==> src/rtl/manch_pkg.sv <==
package manch_pkg;

  typedef enum logic [1:0] {
    ST_IDLE = 2'd0,
    ST_ARM  = 2'd1,
    ST_PRE  = 2'd2,
    ST_DAT  = 2'd3
  } seq_st_e;

  typedef enum logic [1:0] {
    PAT_ONES  = 2'b00,
    PAT_ZEROS = 2'b01,
    PAT_ZO    = 2'b10,
    PAT_OZ    = 2'b11
  } pre_pat_e;

  // Value of one lead-in bit; odd marks an odd bit index.
  function automatic logic pre_bit(input logic [1:0] pat, input logic odd);
    logic b;
    case (pat)
      PAT_ONES:  b = 1'b1;
      PAT_ZEROS: b = 1'b0;
      PAT_ZO:    b = odd;
      default:   b = ~odd;
    endcase
    return b;
  endfunction

endpackage

==> src/rtl/manch_rst_sync.sv <==
module manch_rst_sync #(
  parameter int STAGES = 2
) (
  input  logic clk,
  input  logic rst_n,
  output logic rst_sync_n
);
  logic [STAGES-1:0] sr_q;

  always_ff @(posedge clk or negedge rst_n) begin
    if (!rst_n) sr_q <= '0;
    else        sr_q <= {sr_q[STAGES-2:0], 1'b1};
  end

  assign rst_sync_n = sr_q[STAGES-1];
endmodule

==> src/rtl/manch_phase_ctr.sv <==
module manch_phase_ctr #(
  parameter int TICKS_PER_BIT = 16
) (
  input  logic clk,
  input  logic rst_n,
  input  logic clr,
  input  logic run,
  input  logic tick,
  output logic bound,
  output logic mid
);
  localparam int PW   = $clog2(TICKS_PER_BIT);
  localparam int HALF = TICKS_PER_BIT / 2;

  logic [PW-1:0] phase_q, phase_d;
  logic          step;

  assign step = run && tick;

  always_comb begin
    phase_d = phase_q;
    if (clr)
      phase_d = '0;
    else if (step)
      phase_d = (phase_q == PW'(TICKS_PER_BIT - 1)) ? '0 : phase_q + 1'b1;
  end

  always_ff @(posedge clk or negedge rst_n) begin
    if (!rst_n) phase_q <= '0;
    else        phase_q <= phase_d;
  end

  assign bound = step && (phase_q == '0);
  assign mid   = step && (phase_q == PW'(HALF));
endmodule

==> src/rtl/manch_frame_seq.sv <==
module manch_frame_seq
  import manch_pkg::*;
#(
  parameter int DATA_W = 16,
  localparam int CW    = $clog2(DATA_W + 1)
) (
  input  logic              clk,
  input  logic              rst_n,
  input  logic              start,
  input  logic [DATA_W-1:0] data,
  input  logic [CW-1:0]     nbits,
  input  logic [3:0]        pre_len,
  input  logic [1:0]        pre_pat,
  input  logic              bound,
  output logic              accept,
  output logic              run,
  output logic              active,
  output logic              bit_go,
  output logic              bit_val,
  output logic              done
);
  seq_st_e           st_q, st_d;
  logic [DATA_W-1:0] sh_q, sh_d;
  logic [CW-1:0]     left_q, left_d;
  logic [3:0]        pidx_q, pidx_d;
  logic [3:0]        len_q, len_d;
  logic [1:0]        pat_q, pat_d;
  logic              done_q, done_d;
  logic              take_data;
  logic [CW-1:0]     eff_n;

  assign eff_n = ((nbits == '0) || (nbits > CW'(DATA_W))) ? CW'(DATA_W) : nbits;
  assign accept = start && (st_q == ST_IDLE);

  always_comb begin
    st_d      = st_q;
    sh_d      = sh_q;
    left_d    = left_q;
    pidx_d    = pidx_q;
    len_d     = len_q;
    pat_d     = pat_q;
    done_d    = 1'b0;
    bit_go    = 1'b0;
    bit_val   = 1'b0;
    take_data = 1'b0;
    case (st_q)
      ST_IDLE: begin
        if (start) begin
          st_d   = ST_ARM;
          sh_d   = data;
          left_d = eff_n;
          len_d  = pre_len;
          pat_d  = pre_pat;
          pidx_d = '0;
        end
      end
      ST_ARM: begin
        if (bound) begin
          bit_go = 1'b1;
          if (len_q != '0) begin
            bit_val = pre_bit(pat_q, 1'b0);
            pidx_d  = 4'd1;
            st_d    = ST_PRE;
          end else begin
            take_data = 1'b1;
          end
        end
      end
      ST_PRE: begin
        if (bound) begin
          bit_go = 1'b1;
          if (pidx_q == len_q) begin
            take_data = 1'b1;
          end else begin
            bit_val = pre_bit(pat_q, pidx_q[0]);
            pidx_d  = pidx_q + 1'b1;
          end
        end
      end
      default: begin
        if (bound) begin
          if (left_q == '0) begin
            done_d = 1'b1;
            st_d   = ST_IDLE;
          end else begin
            bit_go    = 1'b1;
            take_data = 1'b1;
          end
        end
      end
    endcase
    if (take_data) begin
      bit_val = sh_q[0];
      sh_d    = sh_q >> 1;
      left_d  = left_q - 1'b1;
      st_d    = ST_DAT;
    end
  end

  always_ff @(posedge clk or negedge rst_n) begin
    if (!rst_n) begin
      st_q   <= ST_IDLE;
      sh_q   <= '0;
      left_q <= '0;
      pidx_q <= '0;
      len_q  <= '0;
      pat_q  <= '0;
      done_q <= 1'b0;
    end else begin
      st_q   <= st_d;
      sh_q   <= sh_d;
      left_q <= left_d;
      pidx_q <= pidx_d;
      len_q  <= len_d;
      pat_q  <= pat_d;
      done_q <= done_d;
    end
  end

  assign run    = (st_q != ST_IDLE);
  assign active = (st_q == ST_PRE) || (st_q == ST_DAT);
  assign done   = done_q;
endmodule

==> src/rtl/manch_line_enc.sv <==
module manch_line_enc (
  input  logic clk,
  input  logic rst_n,
  input  logic accept,
  input  logic pol,
  input  logic run,
  input  logic active,
  input  logic bit_go,
  input  logic bit_val,
  input  logic mid,
  output logic line
);
  logic pol_q, pol_d;
  logic lvl_q, lvl_d;

  always_comb begin
    pol_d = accept ? pol : pol_q;
    lvl_d = lvl_q;
    if (bit_go)   lvl_d = bit_val ^ pol_q;
    else if (mid) lvl_d = ~lvl_q;
  end

  always_ff @(posedge clk or negedge rst_n) begin
    if (!rst_n) begin
      pol_q <= 1'b0;
      lvl_q <= 1'b0;
    end else begin
      pol_q <= pol_d;
      lvl_q <= lvl_d;
    end
  end

  assign line = active ? lvl_q : (run ? pol_q : pol);
endmodule

==> src/rtl/manch_tx.sv <==
module manch_tx #(
  parameter int DATA_W        = 16,
  parameter int TICKS_PER_BIT = 16,
  localparam int CW           = $clog2(DATA_W + 1)
) (
  input  logic              clk,
  input  logic              rst_n,
  input  logic              tick_en,
  input  logic              start,
  input  logic [DATA_W-1:0] data,
  input  logic [CW-1:0]     nbits,
  input  logic              pol,
  input  logic [3:0]        pre_len,
  input  logic [1:0]        pre_pat,
  output logic              line,
  output logic              busy,
  output logic              done
);
  logic rst_s;
  logic accept, run, active, bit_go, bit_val, bound, mid;

  manch_rst_sync #(.STAGES(2)) i_rsync (
    .clk        (clk),
    .rst_n      (rst_n),
    .rst_sync_n (rst_s)
  );

  manch_phase_ctr #(.TICKS_PER_BIT(TICKS_PER_BIT)) i_phase (
    .clk   (clk),
    .rst_n (rst_s),
    .clr   (accept),
    .run   (run),
    .tick  (tick_en),
    .bound (bound),
    .mid   (mid)
  );

  manch_frame_seq #(.DATA_W(DATA_W)) i_seq (
    .clk     (clk),
    .rst_n   (rst_s),
    .start   (start),
    .data    (data),
    .nbits   (nbits),
    .pre_len (pre_len),
    .pre_pat (pre_pat),
    .bound   (bound),
    .accept  (accept),
    .run     (run),
    .active  (active),
    .bit_go  (bit_go),
    .bit_val (bit_val),
    .done    (done)
  );

  manch_line_enc i_enc (
    .clk     (clk),
    .rst_n   (rst_s),
    .accept  (accept),
    .pol     (pol),
    .run     (run),
    .active  (active),
    .bit_go  (bit_go),
    .bit_val (bit_val),
    .mid     (mid),
    .line    (line)
  );

  assign busy = run;
endmodule

==> config.mk <==
export PLATFORM = sky130hd
export DESIGN_NAME = manch_tx
export DESIGN_NICKNAME = d
export VERILOG_FILES = /design/src/rtl/manch_pkg.sv /design/src/rtl/manch_rst_sync.sv /design/src/rtl/manch_phase_ctr.sv /design/src/rtl/manch_frame_seq.sv /design/src/rtl/manch_line_enc.sv /design/src/rtl/manch_tx.sv
export SDC_FILE = /design/constraint.sdc
export NUM_CORES = 1
export LEC_CHECK = 0
export ABC_AREA = 1
export BUFFER_PORTS_ARGS = -buffer_cell sky130_fd_sc_hd__clkbuf_2
export CAP_MARGIN = 30
export CORE_ASPECT_RATIO = 1.1
export CORE_MARGIN = 3
export CORE_UTILIZATION = 40
export CTS_BUF_LIST = sky130_fd_sc_hd__clkbuf_4 sky130_fd_sc_hd__clkbuf_8
export CTS_CLUSTER_DIAMETER = 120
export DETAILED_ROUTE_END_ITERATION = 8
export GPL_ROUTABILITY_DRIVEN = 0
export HOLD_SLACK_MARGIN = 0.06
export SLEW_MARGIN = 20
export SYNTH_ARGS = -nofsm -noshare
export SYNTH_HDL_FRONTEND = slang
export SYNTH_SLANG_ARGS = --single-unit
==> constraint.sdc <==
create_clock -name clk -period 1.75 [get_ports clk]
set_input_delay 0.0875 -clock clk [delete_from_list [all_inputs] [get_ports clk]]
set_output_delay 0.0875 -clock clk [all_outputs]
set_load 0.02 [all_outputs]
* Word level (Yosys, flattened, before mapping)
Cells that the tools add are included.
** Operators by class
- Bitwise logic cells :: 3
- Order comparisons :: 1
- Shifts and indexed selects :: 0
- Reductions and logical operators :: 27
- Equality and inequality tests :: 17
- $mul :: 0
- Div/mod/pow operators :: 0
- Multiplexer cells :: 47
- Add/subtract/negate cells :: 3
** Operator list (number)
- $mux W16 :: 3
- $mux W4 :: 8
- $mux W1 :: 20
- $mux W5 :: 4
- $mux W2 :: 6
- $pmux W4 S3 :: 1
- $reduce_and A6 Y1 :: 2
- $logic_not A5 Y1 :: 2
- $reduce_bool A2 Y1 :: 5
- $add A4 B1 Y4 const B :: 2
- $eq A4 B4 Y1 const B :: 2
- $ne A2 B2 Y1 const B :: 4
- $reduce_bool A4 Y1 :: 2
- $eq A2 B2 Y1 const B :: 3
- $ne A3 B2 Y1 const B :: 2
- $pmux W1 S3 :: 2
- $pmux W2 S3 :: 1
- $reduce_bool A3 Y1 :: 2
- $gt A5 B5 Y1 const B :: 1
- $sub A5 B1 Y5 const B :: 1
- $eq A2 B1 Y1 const B :: 2
- $eq A4 B4 Y1 :: 1
- $logic_and A1 B1 Y1 :: 4
- $logic_not A2 Y1 :: 2
- 10 further kinds :: 16
** Storage, ports and cells
- Memories kept :: 0
- Bits in writable memories :: 0
- Bits in latches :: 0
- Bits of input ports :: 32
- Output and inout bits :: 3
- Register bits after elaboration :: 42
- ROM bits :: 0
- Logic and storage cells :: 109

* Longest topological paths before layout
Gate-level depths: netlist (run 1).
- Depth after elaboration :: 9
- Gate-level depth with buffers :: 13
- Gate-level depth less buffers :: 13

* Hierarchy
A second synthesis (run 1) with hierarchy kept.
** Unflattened totals
- Cell total of the unflattened synthesis :: 322
- Area, all modules :: 2568.7 um^2
** By module, submodules not included
- manch_frame_seq :: cells an instance 258, area an instance 2113.3 um^2, seq. area each 850.8 um^2, instances 1
- manch_phase_ctr :: cells an instance 37, area an instance 264.0 um^2, seq. area each 100.1 um^2, instances 1
- manch_line_enc :: cells an instance 24, area an instance 137.6 um^2, seq. area each 50.0 um^2, instances 1
- manch_rst_sync :: cells an instance 3, area an instance 53.8 um^2, seq. area each 50.0 um^2, instances 1

* Worst setup path before layout (run 1)
OpenSTA, ideal clock, no wires.
- Kind :: register to register
- Start :: reg i_seq.st_q[0]
- End :: reg i_seq.st_q[0]
- Stages on the path, launching flop included :: 14
- Buffers on the path :: 1
- Arrival :: 1799 ps
- Period minus slack after synthesis :: 1917 ps
- Slack :: -167 ps
- Cell sequence :: dfrtp_1 -> inv_1 -> ha_1 -> inv_2 -> nand2_4 -> nor2_4 -> nand3_1 -> nand2_2 -> nand2_4 -> buf_6 -> a21oi_4 -> nand2_2 -> nand2_1 -> nand2_1
** On the way
- Longest elaborated chain between the ends :: 7
** Ends and longest elaborated chain
- start, declared :: RTL line manch_frame_seq.sv:22 : seq_st_e st_q, st_d;
- start signal, assigned :: RTL line manch_frame_seq.sv:110 : st_q <= st_d;
- $reduce_bool A2 Y1 (*) :: RTL line manch_frame_seq.sv:120 : assign run = (st_q != ST_IDLE);
- net busy :: RTL line manch_tx.sv:16 : output logic busy,
- $logic_and A1 B1 Y1 (*) :: RTL line manch_phase_ctr.sv:18 : assign step = run && tick;
- $logic_and A1 B1 Y1 (*) :: RTL line manch_phase_ctr.sv:33 : assign bound = step && (phase_q == '0);
- $mux W1 (on tied branches) :: RTL line manch_frame_seq.sv:81, manch_frame_seq.sv:58, manch_frame_seq.sv:70
- $pmux W1 S3 :: RTL line manch_frame_seq.sv:46 : case (st_q)
- $ne A3 B1 Y1 (no source line) (tied with other cells)
- $reduce_and A6 Y1 (no source line)
The timed path passes the listed nets; every way through them passes the cells marked *.
A chain may end at the register's enable or synchronous reset.

* Worst setup path in the final report (run 1)
- Start :: reg i_seq.st_q[1]
- End :: reg i_seq.left_q[2]
** On the way
- Longest elaborated chain between the ends :: 7
** Ends and longest elaborated chain
- $reduce_bool A2 Y1 :: RTL line manch_frame_seq.sv:120
- $logic_and A1 B1 Y1 :: RTL line manch_phase_ctr.sv:18
- $logic_and A1 B1 Y1 :: RTL line manch_phase_ctr.sv:33
- $mux W1 (on tied branches) :: RTL line manch_frame_seq.sv:81, manch_frame_seq.sv:58, manch_frame_seq.sv:70
- $pmux W1 S3 :: RTL line manch_frame_seq.sv:46
- $reduce_bool A2 Y1 (no source line)
- $reduce_and A2 Y1 (no source line)
- end signal, assigned :: RTL line manch_frame_seq.sv:112 : left_q <= left_d;
- end, declared :: RTL line manch_frame_seq.sv:24 : logic [CW-1:0] left_q, left_d;
Several ways; a longest one is shown, not always the timed one.

==> metrics.yaml, run 1 <==
outcome:
  status: "finished, final reports clean"
power:
  leakage_nw: 1.74
  switchingPower_w: 0.00230
  p_comb_frac: 0.550
  pwr-share-seq: 0.302
  peakVddDrop_mv: 0.913
  power_density_mw_per_mm2: 1540
  intPower_w: 0.00306
  p_sw_frac: 0.430
  power_w: 0.00536
  clkPwrFrac: 0.148
floorplanning:
  die_height_microns: 88.8
  start_util: 0.422
  coreArea_sq_mm: 0.00591
  dieArea_sq_mm: 0.00722
  rows: 29
  die_x_microns: 81.3
  ioPinCount: 35
sta:
  fin_hold_ws_ns: 0.0711
  worst_slew_pin_slew_ns: 0.516
  setup_viol: 0
  rsz0062_at_grt: "true"
  period_needed_ns: 1.69
  timing.final.crit_share: 0.964
  finalClockSkew_ns: 0.00989
  setup_slack_ns: 0.0631
  hold_viol: 0
  slew_violations: 0
  fmax_mhz: 593
  slew_headroom: 0.656
layout:
  mostFrequentLayoutCells: "nand2_1 (91), dfrtp_1 (42), inv_1 (40)"
  area_delta_synth_final_pct: 39.2
  nFillCells: 529
  antenna_cells: 0
  drive_gt1_frac: 0.264
  finalCoreUtilization: 0.587
  final_common_cell: "nand2_1"
  fin_nets: 462
  fin_area_sq_mm: 0.00347
grt:
  grt_pass1_vias: 2217
  grtUsageTotal: 0.170
  grt_max_degree: 41
  antenna_found_initial: 0
  grt-ovfl-total: 0
  grt_pass1_wl_microns: 9660
synthesis:
  synth-xor-area-share: 0.0211
  yosys.area_share.adder: 0.0753
  syn-num-nets: 373
  ys_seq_area_frac: 0.421
  synth_top_family_by_area: "simple AND/OR/NAND/NOR gates"
  muxShareOfSynthArea: 0
  synth_compound_area_frac: 0.0953
  synth_cell_types: 27
  yosysWarningCount: 0
  syn-mean-instance-area_sq_um: 7.65
  ys_ff_latch: 42
  synth_simple_gate_area_frac: 0.297
  synthCells: 326
  synth.cell_area_sq_mm: 0.00249
cts:
  numCtsBuffers: 5
  htreeDepth: 2
  clkLatencyLatePin_ns: 0.30
  clock_path_buffers: 2
  cts_root_buf: "clkbuf_8"
  cts_tree: "yes"
  clk_pin_slew_ns: 0.08
  clock-sinks: 42
critical_path:
  max_stage_delay_ns: 0.38
  crit_type: "flip-flop to flip-flop"
  reg2reg_depth: 13
  r2r-end: "i_seq.left_q[2]"
  worstSetupStartpointType: "flip-flop"
  cp_top_family: "simple AND/OR/NAND/NOR gates"
  r2r-start: "i_seq.st_q[1]"
  critPathMaxFanout: 7
  path_cells: "inv_2 -> ha_4 -> inv_6 -> nand2_4 -> nor2_4 -> nand3_2 -> nand2_4 -> nand2_8 -> buf_6 -> nand3_2 -> nand2_1 -> nand2_1 -> nand2_1"
  endpoint_kind: "flip-flop"
  crit_buf_inv: 3
  cp.required_ns: 1.93
  worstPathArrival_ns: 1.87
  reg2reg_slack_ns: 0.06
  crit_top_cell: "nand2_1"
  critPathSlowestCell: "dfrtp_1"
drt:
  dr.first_iter.drc_count: 104
  vias: 2340
  detail_route.wirelength_microns: 5870
  drc: 0
  dr.pass1.iters: 4
  post_drt_via_cell_ratio: 4.75
  drt-wirelength-per-cell_microns: 11.9
  ant_nets: 0
placed_design:
  numPortBuffers: 34
  place_hpwl_microns: 4130
  dpl-instance-area_sq_mm: 0.00294
  dp_slack_ns: -0.0224
flow_run:
  drv_cap: 0
worst_hold_path:
  hold_end: "i_seq.left_q[1]"
  min_from: "nbits[1]"
  whs_path_depth: 3
  hp-class: "input pin to flip-flop"
-- cell type report --
class / count / area, sq um / share of cell area
clock inverters: 2 / 37.5 / 0.0108
multi-input cells: 230 / 1340 / 0.386
clock buffers: 6 / 76.3 / 0.0220
repair buffers: 88 / 672 / 0.194
inverters: 48 / 200 / 0.0577
well taps: 77 / 96.3 / 0.0277
flip-flops and latches: 42 / 1050 / 0.303
-- sequential cells by signal (all words and copies together), names as in the netlist, 2 cells and up --
signal,flops
i_seq.left_q,5
i_phase.phase_q,4
i_seq.pat_q,2
i_seq.sh_q,16
i_seq.pidx_q,4
i_seq.st_q,2
i_seq.len_q,4
i_rsync.sr_q,2
-- cell families (layout without fill, tap and decap cells) --
kind of cell / count (synthesis) / in the layout
and+or+nand+nor: 167 / 167
xor gates and xnor gates: 6 / 6
DFF: 42 / 42
buffers and inverters: 54 / 144
other: 1 / 1
adders and majority gates: 15 / 15
AOI/OAI and AO/OA: 41 / 41
-- routing by layer --
layer	GRT usage	vias to the layer above	share of wire
met5	0	-	0
met4	0.0507	0	0.013
met3	0.0255	8	0.030
met2	0.303	43	0.51
met1	0.210	1079	0.44
li1	-	1210	-
-- power groups by stage --
stage / registers (W) / logic, W / clock network, W
detailed placement: 0.00164 / 0.00263 / 0
CTS: 0.00162 / 0.00270 / 0.000815
global route: 0.00167 / 0.00329 / 0.000865
global placement: 0.00164 / 0.00260 / 0
floorplan: 0.00162 / 0.00183 / 0
finish: 0.00162 / 0.00295 / 0.000793
-- cells in the mapped netlist, drive strengths merged --
cell / n / area share
nor2: 24 / 0.044
xor2: 3 / 0.011
or4: 1 / 0.0030
xnor2: 3 / 0.011
nand3: 37 / 0.074
dfrtp: 42 / 0.42
nor3: 2 / 0.0040
nand4: 3 / 0.0075
a21oi: 11 / 0.027
o22ai: 1 / 0.0025
ha: 15 / 0.075
o31ai: 2 / 0.0060
o21ai: 21 / 0.042
clkbuf: 3 / 0.0045
conb: 1 / 0.0015
o211ai: 6 / 0.018
buf: 3 / 0.012
inv: 48 / 0.072
nand2: 100 / 0.16
-- metrics by stage --
stage / TNS (ns) / std cells
floorplan: 0 / 326
global placement: 0 / 454
detailed placement: -0.0224 / 454
CTS: 0 / 486
global route: -0.251 / 493
finish: 0 / 493
-- worst max-delay path by stage --
stage	start	endpoint	slack (ns)	cells past startpoint
5_1_grt	i_seq.st_q[1]	i_seq.pidx_q[3]	-0.04	10
2_1_floorplan	i_seq.st_q[0]	i_seq.st_q[0]	0.00003	13
3_5_place_dp	i_seq.st_q[0]	i_seq.left_q[3]	-0.02	11
3_3_place_gp	i_seq.st_q[0]	i_seq.left_q[3]	0.04	11
4_1_cts	i_seq.st_q[1]	i_seq.left_q[2]	0.02	13
6_report	i_seq.st_q[1]	i_seq.left_q[2]	0.06	13
-- tightest hold or removal path: stages --
cell and delay (ns):
clkbuf_2 0.09, a21oi_1 0.06, nor2_1 0.09
-- what timing repair did --
item | in CTS | in global routing
pin swaps | 0 | 14
gates resized for setup | 3 | 30
endpoints found under the setup margin | 10 | 25
buffers inserted | 0 | 7
endpoints found under the hold margin | 25 | 0
hold buffers | 24 | 0
Note: power is estimated with default switching activity, not from simulation.
==> run 2, diff against run 1 <==
==> constraint.sdc (replaced) <==
create_clock -name clk -period 1.75 [get_ports clk]
set_input_delay 0.0875 -clock clk [delete_from_list [all_inputs] [get_ports clk]]
set_output_delay 0.0875 -clock clk [all_outputs]
set_load 0.005 [all_outputs]
==> run 2 against run 1 <==
  * The run now ends with setup timing left
  * Via count is 0.94% higher
  * Wire length is 3.3% higher
  * Die area is the same
  * Global-route usage up 1.4 points
  * Clock-buffer cell count down 1
  * Hold slack better by 0.015 ns
  * Sequential power about the same
  * Maximum frequency shrank 4.8%
  * Final area up 2.6%
  * First-iteration DRC count increased by 21%
  * Largest cell class unchanged
  * Largest power group unchanged
==> metrics.yaml, run 2 (synthesized netlist as in run 1, its figures left out) <==
outcome:
  status: "finished with violations"
  violations: "setup timing"
layout:
  nFillCells: 531
  largest_reg_flops: 16
  final_common_cell: "nand2_1"
  finalNonFillerCells: 496
  top_regs: "i_seq.sh_q (16), i_seq.left_q (5)"
  drive_gt1_frac: 0.277
  area_delta_synth_final_pct: 42.8
  finalCoreUtilization: 0.602
  fin_nets: 465
  largest_register: "i_seq.sh_q"
  fin_area_sq_mm: 0.00356
  mostFrequentLayoutCells: "nand2_1 (89), dfrtp_1 (42), inv_1 (40)"
  antenna_cells: 0
floorplanning:
  die_height_microns: 88.8
  die_x_microns: 81.3
  start_util: 0.422
  ioPinCount: 35
  dieArea_sq_mm: 0.00722
  rows: 29
  coreArea_sq_mm: 0.00591
cts:
  cts_tree: "yes"
  clock-sinks: 42
  clock_path_buffers: 2
  clkLatencyLatePin_ns: 0.30
  clk_pin_slew_ns: 0.09
  numCtsBuffers: 5
  cts_root_buf: "clkbuf_8"
  htreeDepth: 2
grt:
  grtUsageTotal: 0.184
  grt_pass1_wl_microns: 10400
  grt-ovfl-total: 0
  antenna_found_initial: 0
  grt_max_degree: 41
  grt_pass1_vias: 2410
sta:
  finalClockSkew_ns: 0.00869
  worst_slew_pin_slew_ns: 0.525
  setup_viol: 1
  slew_violations: 0
  fmax_mhz: 564
  rsz0062_at_grt: "true"
  setup_slack_ns: -0.0222
  period_needed_ns: 1.77
  timing.final.crit_share: 1.01
  hold_viol: 0
  setup_tns_ns: -0.0222
  slew_headroom: 0.650
critical_path:
  worstSetupStartpointType: "flip-flop"
  crit_type: "flip-flop to flip-flop"
  cp.required_ns: 1.95
  critPathMaxFanout: 8
  reg2reg_slack_ns: -0.02
  worstPathArrival_ns: 1.98
  endpoint_kind: "flip-flop"
  reg2reg_depth: 13
drt:
  drc: 0
  dr.first_iter.drc_count: 126
  post_drt_via_cell_ratio: 4.76
  vias: 2362
  dr.pass1.iters: 4
  ant_nets: 0
  detail_route.wirelength_microns: 6070
  drt-wirelength-per-cell_microns: 12.2
power:
  power_density_mw_per_mm2: 1570
  peakVddDrop_mv: 0.852
  leakage_nw: 1.78
placed_design:
  dp.cells: 457
  place_hpwl_microns: 4280
  numPortBuffers: 34
  dpl-instance-area_sq_mm: 0.00295
flow_run:
  drv_cap: 0
worst_hold_path:
  hp-class: "input pin to async pin"
run 2: changes by cell type in the layout (fill, tap and decap cells not counted), sizes merged:
cell,change
buf,+2
bufinv,+1
clkinv,+1
clkinvlp,-1
run 2: final cells by class:
type | count | area (sq um) | share of cell area
clock buffers | 5 | 68.8 | 0.0193
flip-flops and latches | 42 | 1050 | 0.295
well taps | 77 | 96.3 | 0.0271
clock inverters | 3 | 68.8 | 0.0193
repair buffers | 91 | 708 | 0.199
inverters | 48 | 198 | 0.0555
multi-input cells | 230 | 1370 | 0.385
run 2: what timing repair did:
| action | in CTS | in global routing |
|---|---|---|
| pin swaps | 2 | 10 |
| resized for setup | 5 | 36 |
| setup endpoints to repair | 6 | 28 |
| cloned | 0 | 1 |
| endpoints found under the hold margin | 25 | 0 |
| buffers inserted | 1 | 5 |
| hold buffers | 24 | 0 |
run 2: worst max-delay path, stage by stage, from the launching register on:
cell and delay (ns):
dfrtp_1 0.40, inv_2 0.08, ha_4 0.18, inv_4 0.06, nand2_4 0.05, nor2_4 0.16
nand3_2 0.13, nand2_4 0.11, nand2_8 0.10, buf_6 0.15, nand2_2 0.06, nand3_2 0.07
nand3_2 0.07, nand2_1 0.04
run 2: path summary, 6_finish.rpt:
path / startpoint / endpoint
min in group clk: nbits[1] / i_seq.left_q[1]
max in group asynchronous: i_rsync.sr_q[1] / i_seq.sh_q[0]
max: i_seq.st_q[0] / i_enc.lvl_q
min: rst_n / i_rsync.sr_q[1]
max reg2reg: i_seq.st_q[0] / i_enc.lvl_q
min reg2reg: i_rsync.sr_q[1] / i_seq.sh_q[7]
run 2: metal layers:
| layer | global-route usage | up-vias | wire length [microns] |
|---|---|---|---|
| met4 | 0.0584 | 0 | 87 |
| li1 | - | 1218 | - |
| met1 | 0.222 | 1092 | 2630 |
| met5 | 0 | - | 0 |
| met2 | 0.330 | 40 | 3190 |
| met3 | 0.0305 | 12 | 157 |
run 2: report_power, final:
| group | internal (W) | switching [W] | leakage [nW] |
|---|---|---|---|
| sequential | 0.00137 | 0.000264 | 0.529 |
| clock | 0.000572 | 0.000363 | 0.0683 |
| combinational | 0.00134 | 0.00170 | 1.18 |
| total | 0.00327 | 0.00233 | 1.78 |
run 2: through the flow:
stage               setup slack, ns  power, W  hold WS [ns]
finish                      -0.0222   0.00560        0.0865
global route                 -0.109   0.00609         0.100
floorplan                  0.000853   0.00338        -0.208
detailed placement           0.0203   0.00425        -0.125
CTS                         0.00658   0.00530        0.0761
global placement             0.0493   0.00422        -0.127
